==> src/rtl/ack_port_pkg.sv <==
package ack_port_pkg;

   typedef struct packed {
      logic rise;
      logic fall;
   } edge_t;

   function automatic edge_t find_edge(input logic cur, input logic prev);
      edge_t e;
      e.rise = cur & ~prev;
      e.fall = ~cur & prev;
      return e;
   endfunction

endpackage

==> src/rtl/ack_port_rst_sync.sv <==
module ack_port_rst_sync #(
   parameter int STAGES = 2
) (
   input  logic clk,
   input  logic rst_n,
   output logic rst_n_o
);
   logic [STAGES-1:0] chain;

   generate
      if (STAGES < 2) begin : g_bad
         $error("ack_port_rst_sync: STAGES must be at least 2");
      end
   endgenerate

   always_ff @(posedge clk or negedge rst_n) begin
      if (!rst_n) chain <= '0;
      else        chain <= {chain[STAGES-2:0], 1'b1};
   end

   assign rst_n_o = chain[STAGES-1];
endmodule

==> src/rtl/ack_port_sync.sv <==
module ack_port_sync #(
   parameter int              W       = 1,
   parameter int              STAGES  = 2,
   parameter logic [W-1:0]    RST_VAL = '0
) (
   input  logic         clk,
   input  logic         rst_n,
   input  logic [W-1:0] d,
   output logic [W-1:0] q
);
   generate
      if (STAGES < 2) begin : g_bad
         $error("ack_port_sync: STAGES must be at least 2");
      end
      if (W < 1) begin : g_bad_w
         $error("ack_port_sync: W must be at least 1");
      end

      for (genvar g = 0; g < STAGES; g++) begin : g_stage
         logic [W-1:0] r;
         if (g == 0) begin : g_first
            always_ff @(posedge clk or negedge rst_n) begin
               if (!rst_n) r <= RST_VAL;
               else        r <= d;
            end
         end else begin : g_next
            always_ff @(posedge clk or negedge rst_n) begin
               if (!rst_n) r <= RST_VAL;
               else        r <= g_stage[g-1].r;
            end
         end
      end
   endgenerate

   assign q = g_stage[STAGES-1].r;
endmodule

==> src/rtl/ack_port_ctrl.sv <==
module ack_port_ctrl
   import ack_port_pkg::*;
#(
   parameter int DATA_W = 8
) (
   input  logic              clk,
   input  logic              rst_n,
   input  logic              wr_n_s,
   input  logic [DATA_W-1:0] din_s,
   input  logic              ack_n_s,
   input  logic              ie_wr,
   input  logic              ie_din,
   output logic              obf_n,
   output logic [DATA_W-1:0] port_q,
   output logic              port_oe,
   output logic              intr
);
   logic              wr_d, ack_d;
   logic [DATA_W-1:0] data_q;
   logic              obf_q, oe_q, ie_q, intr_q;
   edge_t             we, ae;
   logic              wr_rise, wr_fall, ack_rise, ack_fall;

   always_comb begin
      we       = find_edge(wr_n_s, wr_d);
      ae       = find_edge(ack_n_s, ack_d);
      wr_rise  = we.rise;
      wr_fall  = we.fall;
      ack_rise = ae.rise;
      ack_fall = ae.fall;
   end

   always_ff @(posedge clk or negedge rst_n) begin
      if (!rst_n) begin
         wr_d   <= 1'b1;
         ack_d  <= 1'b1;
         data_q <= '0;
         obf_q  <= 1'b1;
         oe_q   <= 1'b0;
         ie_q   <= 1'b0;
         intr_q <= 1'b0;
      end else begin
         wr_d  <= wr_n_s;
         ack_d <= ack_n_s;
         if (ie_wr) ie_q <= ie_din;
         if (wr_rise) begin
            obf_q  <= 1'b0;
            data_q <= din_s;
         end else if (ack_fall) begin
            obf_q <= 1'b1;
         end
         if (ack_fall)      oe_q <= 1'b1;
         else if (ack_rise) oe_q <= 1'b0;
         if (wr_fall)                intr_q <= 1'b0;
         else if (ack_rise && ie_q)  intr_q <= 1'b1;
      end
   end

   assign obf_n   = obf_q;
   assign port_oe = oe_q;
   assign port_q  = oe_q ? data_q : '0;
   assign intr    = intr_q;

   a_r2_obf_set: assert property (@(posedge clk) disable iff (!rst_n)
      wr_rise |=> !obf_n);
   a_r3_obf_release: assert property (@(posedge clk) disable iff (!rst_n)
      (ack_fall && !wr_rise) |=> obf_n);
   a_r4_oe_hold: assert property (@(posedge clk) disable iff (!rst_n)
      (!ack_fall && !ack_rise) |=> $stable(port_oe));
   a_r4_float_zero: assert property (@(posedge clk) disable iff (!rst_n)
      !port_oe |-> (port_q == '0));
   a_r5_intr_set: assert property (@(posedge clk) disable iff (!rst_n)
      (ack_rise && ie_q && !wr_fall) |=> intr);
   a_r6_intr_clear: assert property (@(posedge clk) disable iff (!rst_n)
      wr_fall |=> !intr);
   a_r8_data_hold: assert property (@(posedge clk) disable iff (!rst_n)
      !wr_rise |=> $stable(data_q));
endmodule

==> src/rtl/ack_out_port.sv <==
module ack_out_port #(
   parameter int DATA_W      = 8,
   parameter int SYNC_STAGES = 2
) (
   input  logic              clk,
   input  logic              rst_n,
   input  logic              wr_n,
   input  logic [DATA_W-1:0] din,
   input  logic              ie_wr,
   input  logic              ie_din,
   input  logic              ack_n,
   output logic              obf_n,
   output logic [DATA_W-1:0] port_q,
   output logic              port_oe,
   output logic              intr
);
   localparam int WR_W = DATA_W + 1;
   localparam logic [WR_W-1:0] WR_RST = {1'b1, {DATA_W{1'b0}}};

   logic              rst_n_i;
   logic [WR_W-1:0]   wr_bus_s;
   logic              ack_n_s;

   generate
      if (DATA_W < 1) begin : g_bad_w
         $error("ack_out_port: DATA_W must be at least 1");
      end
   endgenerate

   ack_port_rst_sync #(.STAGES(SYNC_STAGES)) u_rst (
      .clk(clk), .rst_n(rst_n), .rst_n_o(rst_n_i)
   );

   ack_port_sync #(.W(WR_W), .STAGES(SYNC_STAGES), .RST_VAL(WR_RST)) u_wr_sync (
      .clk(clk), .rst_n(rst_n_i), .d({wr_n, din}), .q(wr_bus_s)
   );

   ack_port_sync #(.W(1), .STAGES(SYNC_STAGES), .RST_VAL(1'b1)) u_ack_sync (
      .clk(clk), .rst_n(rst_n_i), .d(ack_n), .q(ack_n_s)
   );

   ack_port_ctrl #(.DATA_W(DATA_W)) u_ctrl (
      .clk(clk), .rst_n(rst_n_i),
      .wr_n_s(wr_bus_s[WR_W-1]), .din_s(wr_bus_s[DATA_W-1:0]),
      .ack_n_s(ack_n_s), .ie_wr(ie_wr), .ie_din(ie_din),
      .obf_n(obf_n), .port_q(port_q), .port_oe(port_oe), .intr(intr)
   );
endmodule

==> config.mk <==
export PLATFORM = sky130hd
export DESIGN_NAME = ack_out_port
export DESIGN_NICKNAME = d
export VERILOG_FILES = /design/src/rtl/ack_port_pkg.sv /design/src/rtl/ack_port_rst_sync.sv /design/src/rtl/ack_port_sync.sv /design/src/rtl/ack_port_ctrl.sv /design/src/rtl/ack_out_port.sv
export SDC_FILE = /design/constraint.sdc
export NUM_CORES = 1
export LEC_CHECK = 0
export BUFFER_PORTS_ARGS = -buffer_cell sky130_fd_sc_hd__buf_2
export CAP_MARGIN = 20
export CORE_AREA = 2 2 62 64
export DETAILED_ROUTE_END_ITERATION = 8
export DIE_AREA = 0 0 64 66
export GPL_TIMING_DRIVEN = 0
export PLACE_DENSITY = 0.53
export SYNTH_ARGS = -nofsm -noshare
export SYNTH_HDL_FRONTEND = slang
export SYNTH_SLANG_ARGS = --single-unit
==> constraint.sdc <==
create_clock -name clk -period 2.1 [get_ports clk]
set_input_delay 0.21 -clock clk [delete_from_list [all_inputs] [get_ports clk]]
set_output_delay 0.21 -clock clk [all_outputs]
set_load 0.01 [all_outputs]
**Word-level counts from Yosys, hierarchy flattened**

Index checks and enable logic that the tools add are counted.

- Memories: 0
- Bits in writable memories: 0
- Bits in latches: 0
- Flip-flop bits (word level): 36
- Memory bits (read-only): 0
- Output and inout bits: 11
- Input port bits: 14

- Div/mod/pow operators: 0
- Add/subtract/negate cells: 0
- Eq/ne operators: 0
- Multiply operators: 0
- Shift-type cells: 0
- Bitwise operators: 8
- Order comparisons: 0
- Reduce and logical (&&, ||, !) cells: 4
- Multiplexer cells: 7

Operators by type and width:

| kind | number |
|---|---|
| 2-to-1 mux 8 bit | 1 |
| 2-to-1 mux 1 bit | 6 |
| nonzero test 2 bit | 3 |
| AND 1 bit | 4 |
| inverter 1 bit | 4 |
| logical AND 1 bit | 1 |

**Longest topological paths before layout**

Gate-level depths: netlist (run 1).

- Depth in word-level cells: 5
- Mapped depth: 4
- Mapped depth without buffers: 4

**Modules after synthesis**

From an unflattened synthesis (run 1), not the netlist that was laid out.

- Cells, all modules: 66
- Area, all modules: 1184.9 µm²

Modules (own cells, without submodules):

| module | instances | cells each | area an instance (µm²) |
|---|---|---|---|
| ack_port_ctrl | 1 | 43 | 625.6 |
| ack_port_sync at u_wr_sync | 1 | 18 | 452.9 |
| ack_port_rst_sync | 1 | 3 | 53.8 |
| ack_port_sync at u_ack_sync | 1 | 2 | 52.6 |

**Worst setup path after synthesis (run 1)**

No wires, ideal clock.

- Kind: reg2reg
- From: register u_ack_sync.g_stage[1].r (netlist: u_ack_sync.q)
- To: register u_ctrl.oe_q (netlist: u_ctrl.port_oe)
- Slack: 0.845 ns
- Cell stages (with the launch flop): 4
- Period minus slack after synthesis: 1.255 ns
- Arrival time: 1.131 ns
- Setup time: 0.125 ns
- Required time: 1.975 ns
- Path through: dfstp_2 inv_1 ha_1 mux2_2

- Word-level cells in the longest chain between the ends: 3
- Elaborated cells between the ends (all ways): 5
- Classes of those cells: 1 x mux; 3 x bitwise; 1 x reduce/logical

RTL lines:

| item | line | source |
|---|---|---|
| from (decl) | ack_port_sync.sv:20 | `logic [W-1:0] r;` |
| from (signal assigned) | ack_port_sync.sv:29 | `else r <= g_stage[g-1].r;` |
| inverter 1 bit | ack_port_pkg.sv:11 | `e.fall = ~cur & prev;` |
| AND 1 bit | ack_port_pkg.sv:11 |  |
| 2-to-1 mux 1 bit / nonzero test 2 bit (equally long branches) | - |  |
| to (signal assigned) | ack_port_ctrl.sv:39 | `oe_q <= 1'b0;` |
| to (signal assigned) | ack_port_ctrl.sv:52 | `if (ack_fall) oe_q <= 1'b1;` |
| to (signal assigned) | ack_port_ctrl.sv:53 | `else if (ack_rise) oe_q <= 1'b0;` |
| to (decl) | ack_port_ctrl.sv:20 | `logic obf_q, oe_q, ie_q, intr_q;` |

Parallel ways exist; a longest one is shown, timed or not.
A chain may end at the register's enable or synchronous reset.

**Worst setup path in the final report (run 1)**

- From: register u_ctrl.oe_q (netlist: u_ctrl.port_oe)
- To: output port_q[3]

- Word-level cells in the longest chain between the ends: 1

RTL lines:

| item | line | source |
|---|---|---|
| 2-to-1 mux 8 bit | ack_port_ctrl.sv:61 | `assign port_q = oe_q ? data_q : '0;` |
| to (decl) | ack_out_port.sv:13 | `output logic [DATA_W-1:0] port_q,` |

Every way passes these cells.

==> impl_metrics.json, run 1 <==
{
  "cts_resized": 0,
  "rsz0062_at_grt": "false",
  "gp_congestion": 0.733,
  "crit_path_max_fanout": 10,
  "portBuffers": 24,
  "synth_flop_cell": "dfrtp_1",
  "worstMarginPinSlew_ns": 0.617,
  "cts.hold.buffers_added": 11,
  "worst_ep_required_time_ns": 1.89,
  "synth_edf_count": 0,
  "root_buffer": "clkbuf_4",
  "fin_util_pct": 44.0,
  "tns_ns": 0,
  "synthCells": 66,
  "antenna_found_initial": 0,
  "grt-ovfl-total": 0,
  "cp-startpoint": "u_ctrl.port_oe",
  "numCtsBuffers": 5,
  "num_io_pins": 25,
  "dp_hpwl_um": 1160,
  "fp.dieW_um": 64,
  "start_util_pct": 33.4,
  "p_total_uw": 1300,
  "fillers": 333,
  "clock_skew_ns": 0.0110,
  "synth_async_sr_flop_share_pct": 100,
  "synth_top_area_share_pct": 61.2,
  "r2r_cells": 3,
  "hold_end": "u_ctrl.ie_q",
  "cts_max_level": 2,
  "antenna_cells": 0,
  "hold_violations": 0,
  "ys_seq_area_share_pct": 76.8,
  "fp.dieArea_um2": 4220,
  "clk_latency_ns": 0.33,
  "multi_input_area_um2": 253,
  "crit_type": "flip-flop to output pin",
  "p_per_area_nw_per_um2": 830,
  "critPathLaunchType": "flip-flop",
  "yosysWarnings": 0,
  "postCtsSetupBuffers": 0,
  "grt_pass1_vias": 662,
  "clockBufferDepth": 2,
  "fmax_mhz": 737,
  "layout-area-overhead-vs-synth_pct": 31.8,
  "wl_per_cell_um": 10.6,
  "timing.rr.start": "u_ack_sync.q",
  "wl_um": 1680,
  "grt_pass1_wl_um": 2950,
  "postRouteAntennaNets": 0,
  "initialDrtViolationCount": 2,
  "placed_cell_area_um2": 1390,
  "drive_gt1_share_pct": 45.5,
  "synth_fp_nets": 82,
  "fp.coreArea_um2": 3550,
  "yosysUniqueCellTypes": 12,
  "die_h_um": 66,
  "grt_max_degree": 22,
  "yosysMostFrequentCell": "dfrtp_1",
  "ff2ff_setup_slack_ns": 0.81,
  "num_vias": 624,
  "synthTopCellsByCount": "29 x dfrtp_1, 8 x and2_1, 8 x mux2_4",
  "layout.nets": 125,
  "rows": 22,
  "maxCapViolCount": 0,
  "status": "finished, final reports clean",
  "seqCellArea_um2": 910,
  "clkSinkCount": 36,
  "synth_top_area_cell": "dfrtp_1",
  "syn_area_um2": 1180,
  "relSlewSlack_pct": 58.9,
  "clk_pin_slew_worst_paths_ns": 0.10,
  "fin_crit_ns": 1.36,
  "rr_endpoint": "u_ctrl.port_oe",
  "hold_ws_ns": 0.104,
  "avgSynthCellArea_um2": 18.0,
  "dr.pass1.iters": 2,
  "gr-usage-all-layers_pct": 9.83,
  "setup_violations": 0,
  "period_share_pct": 64.6,
  "route.detailed.drc": 0,
  "end_kind": "output pin",
  "synth-seq-cells": 36,
  "p_leak_uw": 0.000759,
  "cp.arrival_ns": 1.15,
  "min_from": "ie_din",
  "design_area_um2": 1560,
  "hp-class": "primary input to flip-flop",
  "slew_violations": 0,
  "synth.area.top_cells": "dfrtp_1 61%, dfstp_2 16%, mux2_4 10%",
  "min_path_cells": 2,
  "cts_tree": "built",
  "vdd_drop_max_mv": 0.433,
  "vias_per_cell": 3.95
}
cells in the final DEF (no fill, tap or decap), types with 3 or more instances in the layout:
master         count
and2_1             8
mux2_4             8
dfstp_2            7
inv_1              3
dfrtp_1           29
buf_2             24
clkbuf_4           5
dlygate4sd3_1     11
how the worst max path moves through the flow:
stage | end | slack, ns | depth (start not counted)
3_3_place_gp | u_ctrl.ie_q | 0.75 | 0
5_1_grt | port_q[3] | 0.63 | 2
4_1_cts | port_q[3] | 0.72 | 2
6_report | port_q[3] | 0.74 | 2
3_5_place_dp | u_ctrl.port_oe | 0.81 | 3
2_1_floorplan | u_ctrl.port_oe | 0.84 | 3
power by group:
| group | leakage [µW] | internal [µW] | total, µW | switching (µW) |
|---|---|---|---|---|
| registers | 0.000415 | 754 | 787 | 33.7 |
| logic | 0.000312 | 91.5 | 144 | 52.0 |
| clock network | 0.0000326 | 165 | 365 | 200 |
| total | 0.000759 | 1010 | 1300 | 286 |
stage by stage:
stage | worst slack [ns] | cells
floorplan | 0.845 | 66
finish | 0.744 | 158
detailed placement | 0.815 | 139
CTS | 0.721 | 158
global route | 0.628 | 158
global placement | 0.747 | 138
critical path, stage by stage, from the launching register on:
cell	delay, ns
dfrtp_1	0.50
and2_1	0.18
buf_2	0.13
layout make-up:
class / instances / area share (%)
sequential: 36 / 58.3
timing repair buffer: 36 / 16.5
multi-input combinational: 26 / 16.2
tap: 48 / 3.85
clock buffer: 8 / 3.77
buffer: 1 / 0.721
inverter: 3 / 0.721
state kept, by name, summed over array words and instances, names as in the netlist:
signal,cells
u_wr_sync.g_stage.r,9
u_wr_sync.q,9
u_ctrl.data_q,8
u_rst.chain,2
u_ack_sync.g_stage.r,1
u_ack_sync.q,1
u_ctrl.ack_d,1
u_ctrl.ie_q,1
u_ctrl.intr,1
u_ctrl.obf_n,1
u_ctrl.port_oe,1
u_ctrl.wr_d,1
cells by family after synthesis:
kind of cell	after synthesis	share of synthesized area, %
fa+ha+maj	2	2.11
buf+inv	4	1.90
compound gates	2	0.845
simple gates	11	6.02
flops	36	76.8
other cells	1	0.316
mux	10	12.0
routing by layer:
| metal | share of wire [%] | track usage [%] | vias to the layer above |
|---|---|---|---|
| met2 | 50 | 15.1 | 15 |
| met3 | 6.5 | 5.96 | 5 |
| met4 | 2.3 | 4.89 | 0 |
| li1 | - | - | 294 |
| met5 | 0 | 0 | - |
| met1 | 41 | 10.7 | 310 |
No activity file was read; power rests on OpenSTA's default activity.
==> run 2: changes to the inputs <==
- clock period: 2.1 -> 1.3 ns (I/O delays scaled with it)
==> run 2 against run 1 <==
Against the previous run:
- clock power is 61% higher
- worst setup slack worse by 0.72 ns
- sequential power is 61% higher
- combinational power is 72% higher
- clock skew is 0.0019 ns lower
- via count is 2.1% higher
- count of clock-buffer cells in the layout stayed put
- register-to-register slack worse by 0.79 ns
- flip-flop and latch count stayed put
- power is 63% higher
- design area is 2.0% higher
- largest power group unchanged
==> impl_metrics.json, run 2 (synthesis gave the netlist of run 1 again) <==
{
  "status": "finished, final reports clean",
  "r2r_cells": 3,
  "p_int_uw": 1650,
  "vias_per_cell": 3.98,
  "min_path_cells": 2,
  "wl_um": 1700,
  "clk_latency_ns": 0.33,
  "maxCapViolCount": 0,
  "fmax_mhz": 784,
  "placed_cell_area_um2": 1390,
  "gp_congestion": 0.733,
  "critPathLaunchType": "flip-flop",
  "grt-ovfl-total": 0,
  "crit_path_max_fanout": 9,
  "grt_max_degree": 22,
  "initialDrtViolationCount": 7,
  "fp.dieW_um": 64,
  "period_share_pct": 98.1,
  "grt_pass1_vias": 666,
  "hp-class": "primary input to flip-flop",
  "final_common_cell": "dfrtp_1",
  "relSlewSlack_pct": 58.8,
  "pwr-share-seq_pct": 60.4,
  "clk_pin_slew_worst_paths_ns": 0.10,
  "start_util_pct": 33.4,
  "num_vias": 637,
  "cts_max_level": 2,
  "clock_skew_ns": 0.00909,
  "hold_violations": 0,
  "antenna_cells": 0,
  "power_frac_comb_pct": 11.7,
  "route.detailed.drc": 0,
  "postRouteAntennaNets": 0,
  "die_h_um": 66,
  "fin_util_pct": 44.9,
  "portBuffers": 24,
  "worstMarginPinSlew_ns": 0.618,
  "rows": 22,
  "fp.dieArea_um2": 4220,
  "p_leak_uw": 0.000774,
  "dr.pass1.iters": 2,
  "grt_pass1_wl_um": 2970,
  "hold_ws_ns": 0.0409,
  "numCtsBuffers": 5,
  "fillers": 328,
  "dp_slack_ns": 0.0147,
  "p_sw_uw": 463,
  "clkSinkCount": 36,
  "layout.nets": 127,
  "dp_hpwl_um": 1160,
  "rsz0062_at_grt": "true",
  "cts_tree": "built",
  "design_area_um2": 1590,
  "num_io_pins": 25,
  "slew_violations": 0,
  "fin_crit_ns": 1.28,
  "vdd_drop_max_mv": 0.700,
  "ff2ff_setup_slack_ns": 0.02,
  "antenna_found_initial": 0,
  "end_kind": "flip-flop",
  "root_buffer": "clkbuf_4",
  "gr-usage-all-layers_pct": 9.87,
  "setup_violations": 0,
  "p_per_area_nw_per_um2": 1320,
  "drive_gt1_share_pct": 48.2,
  "wl_per_cell_um": 10.6,
  "tns_ns": 0,
  "crit_type": "flip-flop to flip-flop",
  "fp.coreArea_um2": 3550,
  "layout-area-overhead-vs-synth_pct": 34.4,
  "setup_ws_ns": 0.0241,
  "worst_ep_required_time_ns": 1.51,
  "layout_common_cells": "28 x dfrtp_1, 24 x buf_2, 12 x dlygate4sd3_1",
  "clockBufferDepth": 2,
  "swShare_pct": 21.9,
  "power.share.clock_pct": 27.9,
  "cp.arrival_ns": 1.49
}
-- run 2: cell count changes in the layout (fill, tap and decap cells not counted) --
| cell | previous run | this run |
|---|---|---|
| and2_4 | 0 | 2 |
| mux2_2 | 2 | 1 |
| mux2_4 | 8 | 9 |
| buf_6 | 1 | 0 |
| and2_1 | 8 | 6 |
| buf_8 | 0 | 1 |
| buf_4 | 0 | 1 |
| dfrtp_1 | 29 | 28 |
| dfrtp_2 | 0 | 1 |
| dlygate4sd3_1 | 11 | 12 |
-- run 2: worst paths after layout --
| kind | start | endpoint |
|---|---|---|
| worst min-delay path | ie_wr | u_ctrl.ie_q |
| worst max-delay path | u_wr_sync.q[8] | u_ctrl.data_q[5] |
| worst max register to register | u_wr_sync.q[8] | u_ctrl.data_q[5] |
| max in group asynchronous | u_rst.chain[1] | u_ctrl.ack_d |
| worst min register to register | u_rst.chain[1] | u_ctrl.data_q[7] |
| min in group asynchronous | rst_n | u_rst.chain[0] |
-- run 2: layout make-up --
cell class | instances | area, µm² | share of cell area (%)
multi-input cells | 26 | 262 | 16.4
flip-flops and latches | 36 | 911 | 57.2
repair buffers | 38 | 275 | 17.3
clock buffers | 8 | 58.8 | 3.69
well taps | 48 | 60.1 | 3.77
plain buffers | 1 | 15.0 | 0.943
inverters | 3 | 11.3 | 0.707
-- run 2: repair_timing --
action                     4_1_cts  5_1_grt
setup endpoints to repair        3       17
hold buffers                    11        1
gates resized for setup          1        4
pin swaps                        0        2
hold endpoints to repair        12        1
buffers inserted                 1        0
-- run 2: worst max-delay path, stage by stage, from the launching register on --
cell     delay (ns)
dfstp_2        0.55
nor2b_4        0.15
buf_8          0.16
mux2_4         0.30
-- run 2: layer usage --
metal	GRT usage [%]	vias up	part of all wire, %
met4	4.89	0	2.2
met1	10.7	319	40
met3	5.96	5	6.4
met2	15.2	15	51
li1	-	298	-
met5	0	-	0
-- run 2: power by group through the flow --
stage	Clock, µW	Sequential, µW	Combinational, µW
floorplan	0	1290	119
global placement	0	1300	186
detailed placement	0	1300	212
CTS	622	1270	241
global route	686	1290	271
finish	587	1270	247
-- run 2: per-stage QoR --
stage / total power, µW / std cells
floorplan: 1410 / 66
global placement: 1490 / 138
detailed placement: 1510 / 139
CTS: 2140 / 159
global route: 2250 / 160
finish: 2110 / 160
==> run 3: changes to the inputs <==
- SETUP_SLACK_MARGIN: unset -> 0.5
==> run 3 against run 2 <==
Against the previous run:
- wire length fell by 1.5%
- worst setup slack improved by 0.012 ns
- count of clock-buffer cells in the layout shrank 2
- largest cell class unchanged
==> impl_metrics.json, run 3 (synthesis gave the netlist of run 1 again) <==
{
  "design_area_um2": 1630,
  "grt_busiest_layer": "met2",
  "grt-ovfl-total": 0,
  "layout.nets": 127,
  "fin_crit_ns": 1.26,
  "gr-usage-met1_pct": 10.3,
  "p_leak_uw": 0.000778,
  "gp_congestion": 0.711,
  "wl_um": 1680,
  "clkSinkCount": 36,
  "fillers": 319,
  "crit_type": "flip-flop to flip-flop",
  "cts_tree": "built",
  "critPathLaunchType": "flip-flop",
  "dr.pass1.iters": 3,
  "antenna_cells": 0,
  "min_from": "ie_din",
  "root_buffer": "clkbuf_4",
  "cp-startpoint": "u_wr_sync.q[8]",
  "clk_latency_ns": 0.33,
  "setup_ws_ns": 0.0364,
  "fmax_mhz": 791,
  "period_share_pct": 97.2,
  "num_io_pins": 25,
  "hold_violations": 0,
  "portBuffers": 24,
  "dp_slack_ns": 0.0256,
  "fp.dieW_um": 64,
  "postRouteAntennaNets": 0,
  "hp-class": "primary input to flip-flop",
  "timing.rr.start": "u_wr_sync.q[8]",
  "slew_violations": 0,
  "crit_path_max_fanout": 9,
  "placed_cell_area_um2": 1370,
  "use_met3_pct": 5.11,
  "grt_util_met2_pct": 15.1,
  "clk_pin_slew_worst_paths_ns": 0.10,
  "final_common_cell": "dfrtp_1",
  "clock_skew_ns": 0.00772,
  "rows": 22,
  "die_h_um": 66,
  "route.detailed.drc": 0,
  "grt_pass1_wl_um": 2940,
  "num_vias": 650,
  "end_kind": "flip-flop",
  "gr-usage-all-layers_pct": 9.42,
  "dp_hpwl_um": 1010,
  "cp.arrival_ns": 1.49,
  "clockBufferDepth": 2,
  "vdd_drop_max_mv": 0.585,
  "layout_common_cells": "27 x dfrtp_1, 23 x buf_2, 11 x dlygate4sd3_1",
  "worst_ep_required_time_ns": 1.52,
  "initialDrtViolationCount": 6,
  "drive_gt1_share_pct": 55.4,
  "grt_max_degree": 35,
  "fp.coreArea_um2": 3550,
  "setup_violations": 0,
  "start_util_pct": 33.4,
  "p_per_area_nw_per_um2": 1400,
  "layout-area-overhead-vs-synth_pct": 37.9,
  "rsz0062_at_grt": "true",
  "wl_per_cell_um": 10.5,
  "status": "finished, final reports clean",
  "vias_per_cell": 4.06,
  "antenna_found_initial": 0,
  "grt_pass1_vias": 658,
  "maxCapViolCount": 0,
  "fp.dieArea_um2": 4220,
  "numCtsBuffers": 5,
  "cts_max_level": 2
}
-- run 3: cell count changes in the layout (fill, tap and decap cells not counted), moves of 2 or more --
cell	before	now
buf_6	0	3
ha_1	2	0
ha_4	0	2
inv_1	3	1
inv_2	0	2
-- run 3: final cells by class --
class / count / area (µm²) / share of cell area [%]
Clock inverter: 2 / 35.0 / 2.14
Inverter: 3 / 11.3 / 0.689
Tap cell: 48 / 60.1 / 3.68
Clock buffer: 6 / 41.3 / 2.53
Timing Repair Buffer: 38 / 267 / 16.3
Sequential cell: 36 / 915 / 56.0
Multi-Input combinational cell: 26 / 290 / 17.8
Buffer: 1 / 15.0 / 0.919
-- run 3: path summary, 6_finish.rpt --
check	slack, ns	cells past startpoint	to
worst max-delay path	0.04	3	u_ctrl.data_q[1]
worst min-delay path	0.02	2	u_ctrl.ie_q
worst max register to register	0.04	3	u_ctrl.data_q[1]
worst min register to register	0.28	0	u_wr_sync.g_stage[0].r[3]
max in group asynchronous	0.68	0	u_wr_sync.g_stage[0].r[8]
min in group asynchronous	0.10	2	u_rst.chain[1]
-- run 3: power breakdown --
group / total, µW / switching [µW] / leakage [µW] / internal (µW)
clock: 750 / 347 / 0.0000422 / 403
sequential: 1290 / 66.5 / 0.000412 / 1220
combinational: 246 / 78.6 / 0.000324 / 168
-- run 3: worst max-delay path: stages, from the launching register on --
cell     delay [ns]
dfstp_2        0.56
nor2b_4        0.15
buf_8          0.16
mux2_4         0.30
-- run 3: timing repair --
| action | in CTS | in global routing |
|---|---|---|
| pin swaps | 2 | 0 |
| hold buffers | 11 | 0 |
| resized for setup | 10 | 4 |
| hold endpoints to repair | 12 | 0 |
| cloned | 0 | 0 |
| buffers inserted | 2 | 1 |
| endpoints found under the setup margin | 50 | 22 |
-- run 3: layer usage --
layer  vias up  wire, µm
met5         -         0
met4         0        31
met1       330       733
met3         6        95
li1        299         -
met2        15       814
-- run 3: through the flow --
step           setup TNS [ns]  util, %  hold slack [ns]  std cells  total power, µW
2_1_floorplan               0        -           -0.166         66             1410
3_3_place_gp                0     38.6          -0.0849        138             1490
3_5_place_dp                0     38.6          -0.0824        138             1500
4_1_cts                     0     45.5          0.00596        159             2310
5_1_grt               -0.0480     46.0          0.00539        160             2400
6_report                    0     46.0           0.0245        160             2280
